--- src/rtl/lin_hdr_pkg.sv ---
package lin_hdr_pkg;

   typedef enum logic [2:0] {
      PH_BREAK = 3'd0,
      PH_DELIM = 3'd1,
      PH_SYNC  = 3'd2,
      PH_IDENT = 3'd3,
      PH_END   = 3'd4
   } lin_phase_e;

   localparam int LIN_MIN_BREAK = 13;
   localparam int LIN_ID_W      = 8;

endpackage

--- src/rtl/lin_pid_gen.sv ---
module lin_pid_gen #(
   parameter bit PID_SUPPORT = 1'b1
) (
   input  logic       pid_en,
   input  logic [7:0] raw_id,
   output logic [7:0] tx_id
);
   generate
      if (PID_SUPPORT) begin : g_pid
         logic par_lo;
         logic par_hi;
         // even parity over bits 0,1,2,4 ; odd parity over bits 1,3,4,5
         assign par_lo = raw_id[0] ^ raw_id[1] ^ raw_id[2] ^ raw_id[4];
         assign par_hi = ~(raw_id[1] ^ raw_id[3] ^ raw_id[4] ^ raw_id[5]);
         assign tx_id  = pid_en ? {par_hi, par_lo, raw_id[5:0]} : raw_id;
      end else begin : g_raw
         assign tx_id = raw_id;
      end
   endgenerate
endmodule

--- src/rtl/lin_hdr_seq.sv ---
module lin_hdr_seq
   import lin_hdr_pkg::*;
#(
   parameter int              BREAK_LEN = 13,
   parameter int              DELIM_LEN = 1,
   parameter int              CHAR_W    = 8,
   parameter logic [CHAR_W-1:0] SYNC_CHAR = 8'h55
) (
   input  logic              clk,
   input  logic              rst_n,
   input  logic              start,
   input  logic              baud_tick,
   input  logic [CHAR_W-1:0] id_char,
   output logic              busy,
   output logic              txd,
   output logic              brk_evt,
   output logic              load_evt,
   output logic              done_evt
);
   localparam int FRAME_LEN = CHAR_W + 2;
   localparam int SYNC_OFS  = BREAK_LEN + DELIM_LEN;
   localparam int ID_OFS    = SYNC_OFS + FRAME_LEN;
   localparam int LAST_OFS  = ID_OFS + FRAME_LEN;
   localparam int SLOT_W    = $clog2(LAST_OFS + 1);
   localparam logic [SLOT_W-1:0] SYNC_AT = SLOT_W'(SYNC_OFS);
   localparam logic [SLOT_W-1:0] ID_AT   = SLOT_W'(ID_OFS);

   logic [SLOT_W-1:0] slot_q;
   logic [CHAR_W-1:0] id_q;
   lin_phase_e        phase;
   logic              line_bit;
   logic              step;

   function automatic logic frame_bit(input logic [CHAR_W-1:0] ch, input int pos);
      if (pos == 0)
         return 1'b0;
      else if (pos <= CHAR_W)
         return ch[pos-1];
      else
         return 1'b1;
   endfunction

   // phase decode of the current slot index
   always_comb begin
      int s;
      s = int'(slot_q);
      if (s < BREAK_LEN)
         phase = PH_BREAK;
      else if (s < SYNC_OFS)
         phase = PH_DELIM;
      else if (s < ID_OFS)
         phase = PH_SYNC;
      else if (s < LAST_OFS)
         phase = PH_IDENT;
      else
         phase = PH_END;
   end

   always_comb begin
      int s;
      s = int'(slot_q);
      unique case (phase)
         PH_BREAK: line_bit = 1'b0;
         PH_DELIM: line_bit = 1'b1;
         PH_SYNC:  line_bit = frame_bit(SYNC_CHAR, s - SYNC_OFS);
         PH_IDENT: line_bit = frame_bit(id_q, s - ID_OFS);
         default:  line_bit = 1'b1;
      endcase
   end

   assign step     = busy && baud_tick;
   assign brk_evt  = step && (slot_q == SYNC_AT);
   assign load_evt = step && (slot_q == ID_AT);
   assign done_evt = step && (phase == PH_END);

   always_ff @(posedge clk or negedge rst_n) begin
      if (!rst_n) begin
         busy   <= 1'b0;
         slot_q <= '0;
         txd    <= 1'b1;
         id_q   <= '0;
      end else if (!busy) begin
         if (start) begin
            busy   <= 1'b1;
            slot_q <= '0;
            id_q   <= id_char;
         end
      end else if (baud_tick) begin
         if (phase == PH_END) begin
            busy   <= 1'b0;
            slot_q <= '0;
            txd    <= 1'b1;
         end else begin
            txd    <= line_bit;
            slot_q <= slot_q + 1'b1;
         end
      end
   end
endmodule

--- src/rtl/lin_hdr_flags.sv ---
module lin_hdr_flags #(
   parameter bit SET_WINS = 1'b1
) (
   input  logic clk,
   input  logic rst_n,
   input  logic accept,
   input  logic load_evt,
   input  logic brk_evt,
   input  logic done_evt,
   input  logic sta_clr,
   output logic tx_rdy,
   output logic brk_flag,
   output logic id_flag
);
   logic brk_nx;
   logic id_nx;

   generate
      if (SET_WINS) begin : g_set_first
         assign brk_nx = brk_evt  | (brk_flag & ~sta_clr);
         assign id_nx  = done_evt | (id_flag  & ~sta_clr);
      end else begin : g_clr_first
         assign brk_nx = ~sta_clr & (brk_evt  | brk_flag);
         assign id_nx  = ~sta_clr & (done_evt | id_flag);
      end
   endgenerate

   always_ff @(posedge clk or negedge rst_n) begin
      if (!rst_n) begin
         tx_rdy   <= 1'b1;
         brk_flag <= 1'b0;
         id_flag  <= 1'b0;
      end else begin
         brk_flag <= brk_nx;
         id_flag  <= id_nx;
         if (accept)
            tx_rdy <= 1'b0;
         else if (load_evt)
            tx_rdy <= 1'b1;
      end
   end
endmodule

--- src/rtl/lin_hdr_tx.sv ---
module lin_hdr_tx
   import lin_hdr_pkg::*;
#(
   parameter int   BREAK_LEN   = 13,
   parameter int   DELIM_LEN   = 1,
   parameter logic [7:0] SYNC_CHAR = 8'h55,
   parameter bit   PID_SUPPORT = 1'b1,
   parameter bit   SET_WINS    = 1'b1
) (
   input  logic       clk,
   input  logic       rst_n,
   input  logic       baud_tick,
   input  logic       id_we,
   input  logic [7:0] id_wdata,
   input  logic       pid_en,
   input  logic       sta_clr,
   output logic       txd,
   output logic       tx_rdy,
   output logic       brk_flag,
   output logic       id_flag
);
   localparam int CHAR_W = LIN_ID_W;

   generate
      if (BREAK_LEN < LIN_MIN_BREAK) begin : g_bad_break
         $error("lin_hdr_tx: BREAK_LEN below LIN minimum");
      end
      if (DELIM_LEN < 1) begin : g_bad_delim
         $error("lin_hdr_tx: DELIM_LEN must be at least 1");
      end
   endgenerate

   logic [CHAR_W-1:0] tx_id;
   logic              hdr_busy;
   logic              accept;
   logic              brk_evt;
   logic              load_evt;
   logic              done_evt;

   assign accept = id_we && !hdr_busy;

   lin_pid_gen #(
      .PID_SUPPORT (PID_SUPPORT)
   ) pid_i (
      .pid_en (pid_en),
      .raw_id (id_wdata),
      .tx_id  (tx_id)
   );

   lin_hdr_seq #(
      .BREAK_LEN (BREAK_LEN),
      .DELIM_LEN (DELIM_LEN),
      .CHAR_W    (CHAR_W),
      .SYNC_CHAR (SYNC_CHAR)
   ) seq_i (
      .clk       (clk),
      .rst_n     (rst_n),
      .start     (id_we),
      .baud_tick (baud_tick),
      .id_char   (tx_id),
      .busy      (hdr_busy),
      .txd       (txd),
      .brk_evt   (brk_evt),
      .load_evt  (load_evt),
      .done_evt  (done_evt)
   );

   lin_hdr_flags #(
      .SET_WINS (SET_WINS)
   ) flags_i (
      .clk      (clk),
      .rst_n    (rst_n),
      .accept   (accept),
      .load_evt (load_evt),
      .brk_evt  (brk_evt),
      .done_evt (done_evt),
      .sta_clr  (sta_clr),
      .tx_rdy   (tx_rdy),
      .brk_flag (brk_flag),
      .id_flag  (id_flag)
   );
endmodule

--- config.mk ---
export PLATFORM = sky130hd
export DESIGN_NAME = lin_hdr_tx
export DESIGN_NICKNAME = d
export VERILOG_FILES = /design/src/rtl/lin_hdr_pkg.sv /design/src/rtl/lin_pid_gen.sv /design/src/rtl/lin_hdr_seq.sv /design/src/rtl/lin_hdr_flags.sv /design/src/rtl/lin_hdr_tx.sv
export SDC_FILE = /design/constraint.sdc
export NUM_CORES = 1
export LEC_CHECK = 0
export ABC_CLOCK_PERIOD_IN_PS = 2100
export BUFFER_PORTS_ARGS = -buffer_cell sky130_fd_sc_hd__buf_2
export CORE_UTILIZATION = 56
export CTS_CLUSTER_SIZE = 10
export DETAILED_ROUTE_END_ITERATION = 10
export PLACE_DENSITY = 0.78
export RECOVER_POWER = 50
export SLEW_MARGIN = 20
export SYNTH_ARGS = -nofsm -noshare
export SYNTH_HDL_FRONTEND = slang
export SYNTH_SLANG_ARGS = --single-unit
--- constraint.sdc ---
create_clock -name clk -period 2.1 [get_ports clk]
set_input_delay 0.21 -clock clk [delete_from_list [all_inputs] [get_ports clk]]
set_output_delay 0.21 -clock clk [all_outputs]
set_load 0.02 [all_outputs]
==> results of run 1 <==
-- kinds of logic after synthesis --
| logic type | Yosys count | synth area share (%) |
|---|---|---|
| compound gates | 30 | 17.5 |
| simple gates | 28 | 11.1 |
| flops | 19 | 38.8 |
| buf+inv | 11 | 4.67 |
| mux | 10 | 11.5 |
| fa+ha+maj | 10 | 10.2 |
| xor+xnor | 9 | 6.40 |
-- routing by layer --
layer	vias up	GRT usage [%]	wire length (µm)
met5	-	0	0
met4	0	8.82	36
met3	5	3.74	56
met2	23	41.9	1200
met1	440	27.1	1090
li1	467	-	-
-- flip-flops by register name, indices dropped and copies added (netlist names) --
name	cells
seq_i.txd	1
flags_i.tx_rdy	1
flags_i.id_flag	1
seq_i.id_q	8
seq_i.busy	1
flags_i.brk_flag	1
seq_i.slot_q	6
-- final cells by class --
cell class | count | area (µm²) | share of cell area (%)
Tap cell | 27 | 33.8 | 2.46
Clock buffer | 4 | 26.3 | 1.91
Sequential cell | 19 | 478 | 34.8
Inverter | 7 | 26.3 | 1.91
Multi-Input combinational cell | 87 | 697 | 50.7
Timing Repair Buffer | 21 | 114 | 8.28
-- cells in the mapped netlist --
cell type / count
dfrtp_1: 17
nand2_1: 12
o21ai_0: 11
ha_1: 10
xnor2_1: 8
inv_1: 7
mux2_2: 7
a21oi_1: 4
nand2b_1: 4
a31oi_1: 3
nand3_1: 3
nor2_1: 3
buf_6: 2
dfstp_2: 2
mux4_1: 2
nand3b_1: 2
nor2b_1: 2
o41ai_1: 2
a211o_2: 1
a32o_1: 1
and2_0: 1
buf_2: 1
clkbuf_1: 1
mux2i_1: 1
nand4_1: 1
o21ai_1: 1
o21bai_1: 1
o21bai_2: 1
o22ai_1: 1
o31ai_1: 1
o32a_1: 1
o32ai_1: 1
o41ai_4: 1
xor2_1: 1
-- critical path: stages, from the launching register on --
cell     delay (ns)
dfrtp_1        0.54
inv_1          0.11
ha_1           0.34
mux4_1         0.30
mux2_2         0.28
o21ai_1        0.15
a31oi_1        0.11
-- worst max-delay path by stage --
stage	slack (ns)	end
after floorplan	0.43	seq_i.txd
after global placement	0.35	seq_i.txd
after detailed placement	0.20	seq_i.txd
after CTS	0.19	seq_i.txd
after global routing	0.09	seq_i.txd
final	0.21	seq_i.txd
-- through the flow --
stage / utilization (%) / power (mW) / area, µm²
floorplan: - / 0.803 / 1230
global placement: 66.4 / 0.871 / 1340
detailed placement: 66.4 / 0.891 / 1340
CTS: 68.2 / 1.09 / 1380
global route: 68.0 / 1.15 / 1380
finish: 68.0 / 1.08 / 1380
-- cells in the final DEF (no fill, tap or decap), drive strengths merged, types with 2 or more instances in the layout --
cell	count
a21oi	4
a31oi	3
buf	17
clkbuf	7
dfrtp	17
dfstp	2
ha	10
inv	7
mux2	7
mux4	2
nand2	12
nand2b	4
nand3	3
nand3b	2
nor2	3
nor2b	2
o21ai	12
o21bai	2
o41ai	3
xnor2	8
-- power by group --
group	switching [mW]	internal [mW]
combinational	0.201	0.191
sequential	0.0690	0.423
clock	0.117	0.0741
==> qor.yml, run 1 <==
std_cell_rows: 16
via_per_inst: 5.67
critPathMaxFanout: 8
cts_inserted_buffers: 3
drt-initial-drc-count: 15
worst_r2r_path_depth: 6
die_y_um: 48.9
routed_wirelength_um: 2380
cts.clk_slew.worst_paths_ns: 0.11
cts_tree: "done"
ys_ff_latch: 19
place.port_buffers: 17
hp-start: "sta_clr"
final_cells: 165
cts_buffer_depth: 2
first_pass_iters: 4
endpoint_kind: "register"
clock_latency_ns: 0.30
synth_top_area_share_pct: 34.5
hold_depth: 2
synth_area_mm2: 0.00123
crit-reg2reg-launch: "seq_i.slot_q[1]"
ir_drop_v: 0.000571
syn_nets: 141
grt.overflow.total: 0
r2r_setup_slack_ns: 0.21
synth_area_per_cell_um2: 10.5
period_share_pct: 89.9
finalMaxSlewViolations: 0
ys_seq_area_share_pct: 38.8
hold_class: "input pin to register"
synth.largest_area_cell: "dfrtp_1"
setup_ws_ns: 0.213
start_util_pct: 61.0
post-route-min-period_ns: 1.89
n_antenna_cell: 0
yosys.cell_types.count: 34
grt_util_all_layers_pct: 23.1
syn_inst: 117
crit_required_ns: 2.33
worst_pin_slew_ns: 1.04
p_leak_nw: 0.605
drc: 0
grt_pass1_wl_um: 4130
core-area_mm2: 0.00202
power_density_mw_per_mm2: 783
worst-setup-path-type: "register to register"
reg2reg_to: "seq_i.txd"
vias: 935
max-slew-margin-rel_pct: 30.6
final_hold_viol_count: 0
setup_viol: 0
status: "completed"
antenna_found_initial: 0
hpwl_um: 1780
h-tree-depth: 1
drv_cap: 0
die-area_mm2: 0.00239
fmax_mhz: 530
setup_tns_ns: 0
dieWidth_um: 48.9
holdBufCountCts: 1
fin_nets: 163
grt_pass1_vias: 942
wl_per_cell_um: 14.4
crit_path_start_kind: "register"
worstHoldEndpoint: "flags_i.id_flag"
area_delta_synth_final_pct: 11.6
n_fill_cell: 173
startpoint: "seq_i.slot_q[1]"
antenna_left: 0
skew_ns: 0.00522
io_pins: 18
rsz0062_at_grt: "no"
ys_top_cells_by_area: "dfrtp_1, ha_1, mux2_2, xnor2_1, o21ai_0"
preCtsSetupSlack_ns: 0.204
cts_root_buf: "clkbuf_4"
post-cts-setup-buffers: 0
drive_above_1_share_pct: 23.2
grt_max_degree: 20
place_congestion: 0.915
cts_resized: 0
hold_slack_ns: 0.0936
clock_sinks: 19
yosysWarnings: 0
crit_arrival_ns: 2.12
place_inst: 160
Power figures use the tool's default switching activity.
==> run 2: changes to the inputs <==
Settings changed: CORE_UTILIZATION 56 to 58, CTS_BUF_LIST set to sky130_fd_sc_hd__clkbuf_4 sky130_fd_sc_hd__clkbuf_8, PLACE_DENSITY 0.78 to 0.81.
==> run 2 against run 1 <==
Maximum frequency decreased by 0.69%. Combinational power increased by 4%. Cell area increased by 1.9%. Hold slack improved by 0.017 ns. Global-route usage increased by 1.5 points.
==> qor.yml, run 2 (synthesis gave the netlist of run 1 again) <==
status: "completed"
place_inst: 162
clock_latency_ns: 0.29
drt-initial-drc-count: 23
die_y_um: 48.1
cp_cell_sequence: "ha_1 > inv_1 > ha_1 > o21bai_4 > a31oi_1 > o21ai_0 > o41ai_1"
crit_path_start_kind: "register"
post-cts-setup-buffers: 0
setup_viol: 0
fin_nets: 165
cts.clk_slew.worst_paths_ns: 0.10
final_cells: 167
drv_cap: 0
hold_class: "input pin to register"
cp_slowest_stage_delay_ns: 0.53
placed_area_mm2: 0.00136
setup_tns_ns: 0
path_delay_family: "compound AO/OA/AOI/OAI gates"
wl_per_cell_um: 14.8
grt.overflow.total: 0
routed_wirelength_um: 2470
p_leak_nw: 0.620
cts_inserted_buffers: 3
drive_above_1_share_pct: 25.0
largest_reg_flops: 8
period_share_pct: 90.5
final_area_mm2: 0.00140
cpMaxStageDelayCell: "dfrtp_1"
via_per_inst: 5.80
mostFrequentLayoutCells: "dfrtp_1, buf_2, nand2_1"
drc: 0
finalMaxSlewViolations: 0
grt_max_degree: 20
power_density_mw_per_mm2: 788
cp_common_cell: "ha_1"
hold_slack_ns: 0.111
clock_sinks: 19
start_util_pct: 62.2
ir_drop_v: 0.000540
core-area_mm2: 0.00198
first_pass_iters: 4
worst-setup-path-type: "register to register"
crit_arrival_ns: 2.07
crit_required_ns: 2.27
critPathMaxFanout: 9
cts_root_buf: "clkbuf_4"
cts_tree: "done"
fmax_mhz: 526
die-area_mm2: 0.00231
critPathBufInv: 1
grt_util_all_layers_pct: 24.6
grt_pass1_wl_um: 3860
final_hold_viol_count: 0
area_delta_synth_final_pct: 13.7
vias: 968
max-slew-margin-rel_pct: 30.9
hpwl_um: 1860
place_congestion: 0.969
endpoint_kind: "register"
routedLengthMet1_um: 1070
grt_pass1_vias: 894
rsz0062_at_grt: "no"
antenna_found_initial: 0
wl_met2_um: 1270
worst_pin_slew_ns: 1.04
place.port_buffers: 17
final_common_cell: "dfrtp_1"
h-tree-depth: 1
n_antenna_cell: 0
skew_ns: 0.00287
route.met3.wl_um: 80
maxUsedRoutingLayer: "met4"
io_pins: 18
post-route-min-period_ns: 1.90
std_cell_rows: 16
dieWidth_um: 48.1
largest-register: "seq_i.id_q"
finalPower_mw: 1.10
cts_buffer_depth: 2
antenna_left: 0
top_regs: "seq_i.id_q: 8 flops, seq_i.slot_q: 6 flops"
[run 2: area by class of cell]
cell class | instances | area, µm²
Timing Repair Buffer | 23 | 129
Sequential cell | 19 | 478
Inverter | 7 | 26.3
Multi-Input combinational cell | 87 | 704
Fill cell | 163 | 581
Tap cell | 27 | 33.8
Clock buffer | 4 | 30.0
[run 2: layer usage]
| layer | GRT usage [%] | vias up |
|---|---|---|
| met3 | 2.59 | 5 |
| met4 | 16.7 | 0 |
| li1 | - | 468 |
| met2 | 39.7 | 28 |
| met5 | 0 | - |
| met1 | 31.0 | 467 |
[run 2: timing repair]
| item | CTS | global route |
|---|---|---|
| endpoints found under the setup margin | 0 | 2 |
| hold endpoints to repair | 17 | 0 |
| resized for setup | 0 | 1 |
| hold buffers | 1 | 0 |
[run 2: power by group]
| part | internal [mW] | switching [mW] | leakage [nW] |
|---|---|---|---|
| sequential | 0.423 | 0.0806 | 0.235 |
| clock | 0.0867 | 0.104 | 0.0184 |
| combinational | 0.202 | 0.208 | 0.366 |
[run 2: final timing paths]
path	depth (start not counted)	slack [ns]	from	endpoint
hold / removal	2	0.11	sta_clr	flags_i.id_flag
max in group asynchronous	2	0.87	rst_n	seq_i.slot_q[1]
setup reg to reg	7	0.20	seq_i.slot_q[4]	seq_i.slot_q[5]
hold reg to reg	2	0.50	flags_i.tx_rdy	flags_i.tx_rdy
min in group asynchronous	2	0.61	rst_n	flags_i.id_flag
setup / recovery	7	0.20	seq_i.slot_q[4]	seq_i.slot_q[5]
[run 2: stage by stage]
step / setup WS [ns] / utilization, %
2_1_floorplan: 0.429 / -
3_3_place_gp: 0.239 / 68.5
3_5_place_dp: 0.192 / 68.5
4_1_cts: 0.172 / 70.5
5_1_grt: 0.0125 / 70.7
6_report: 0.200 / 70.7
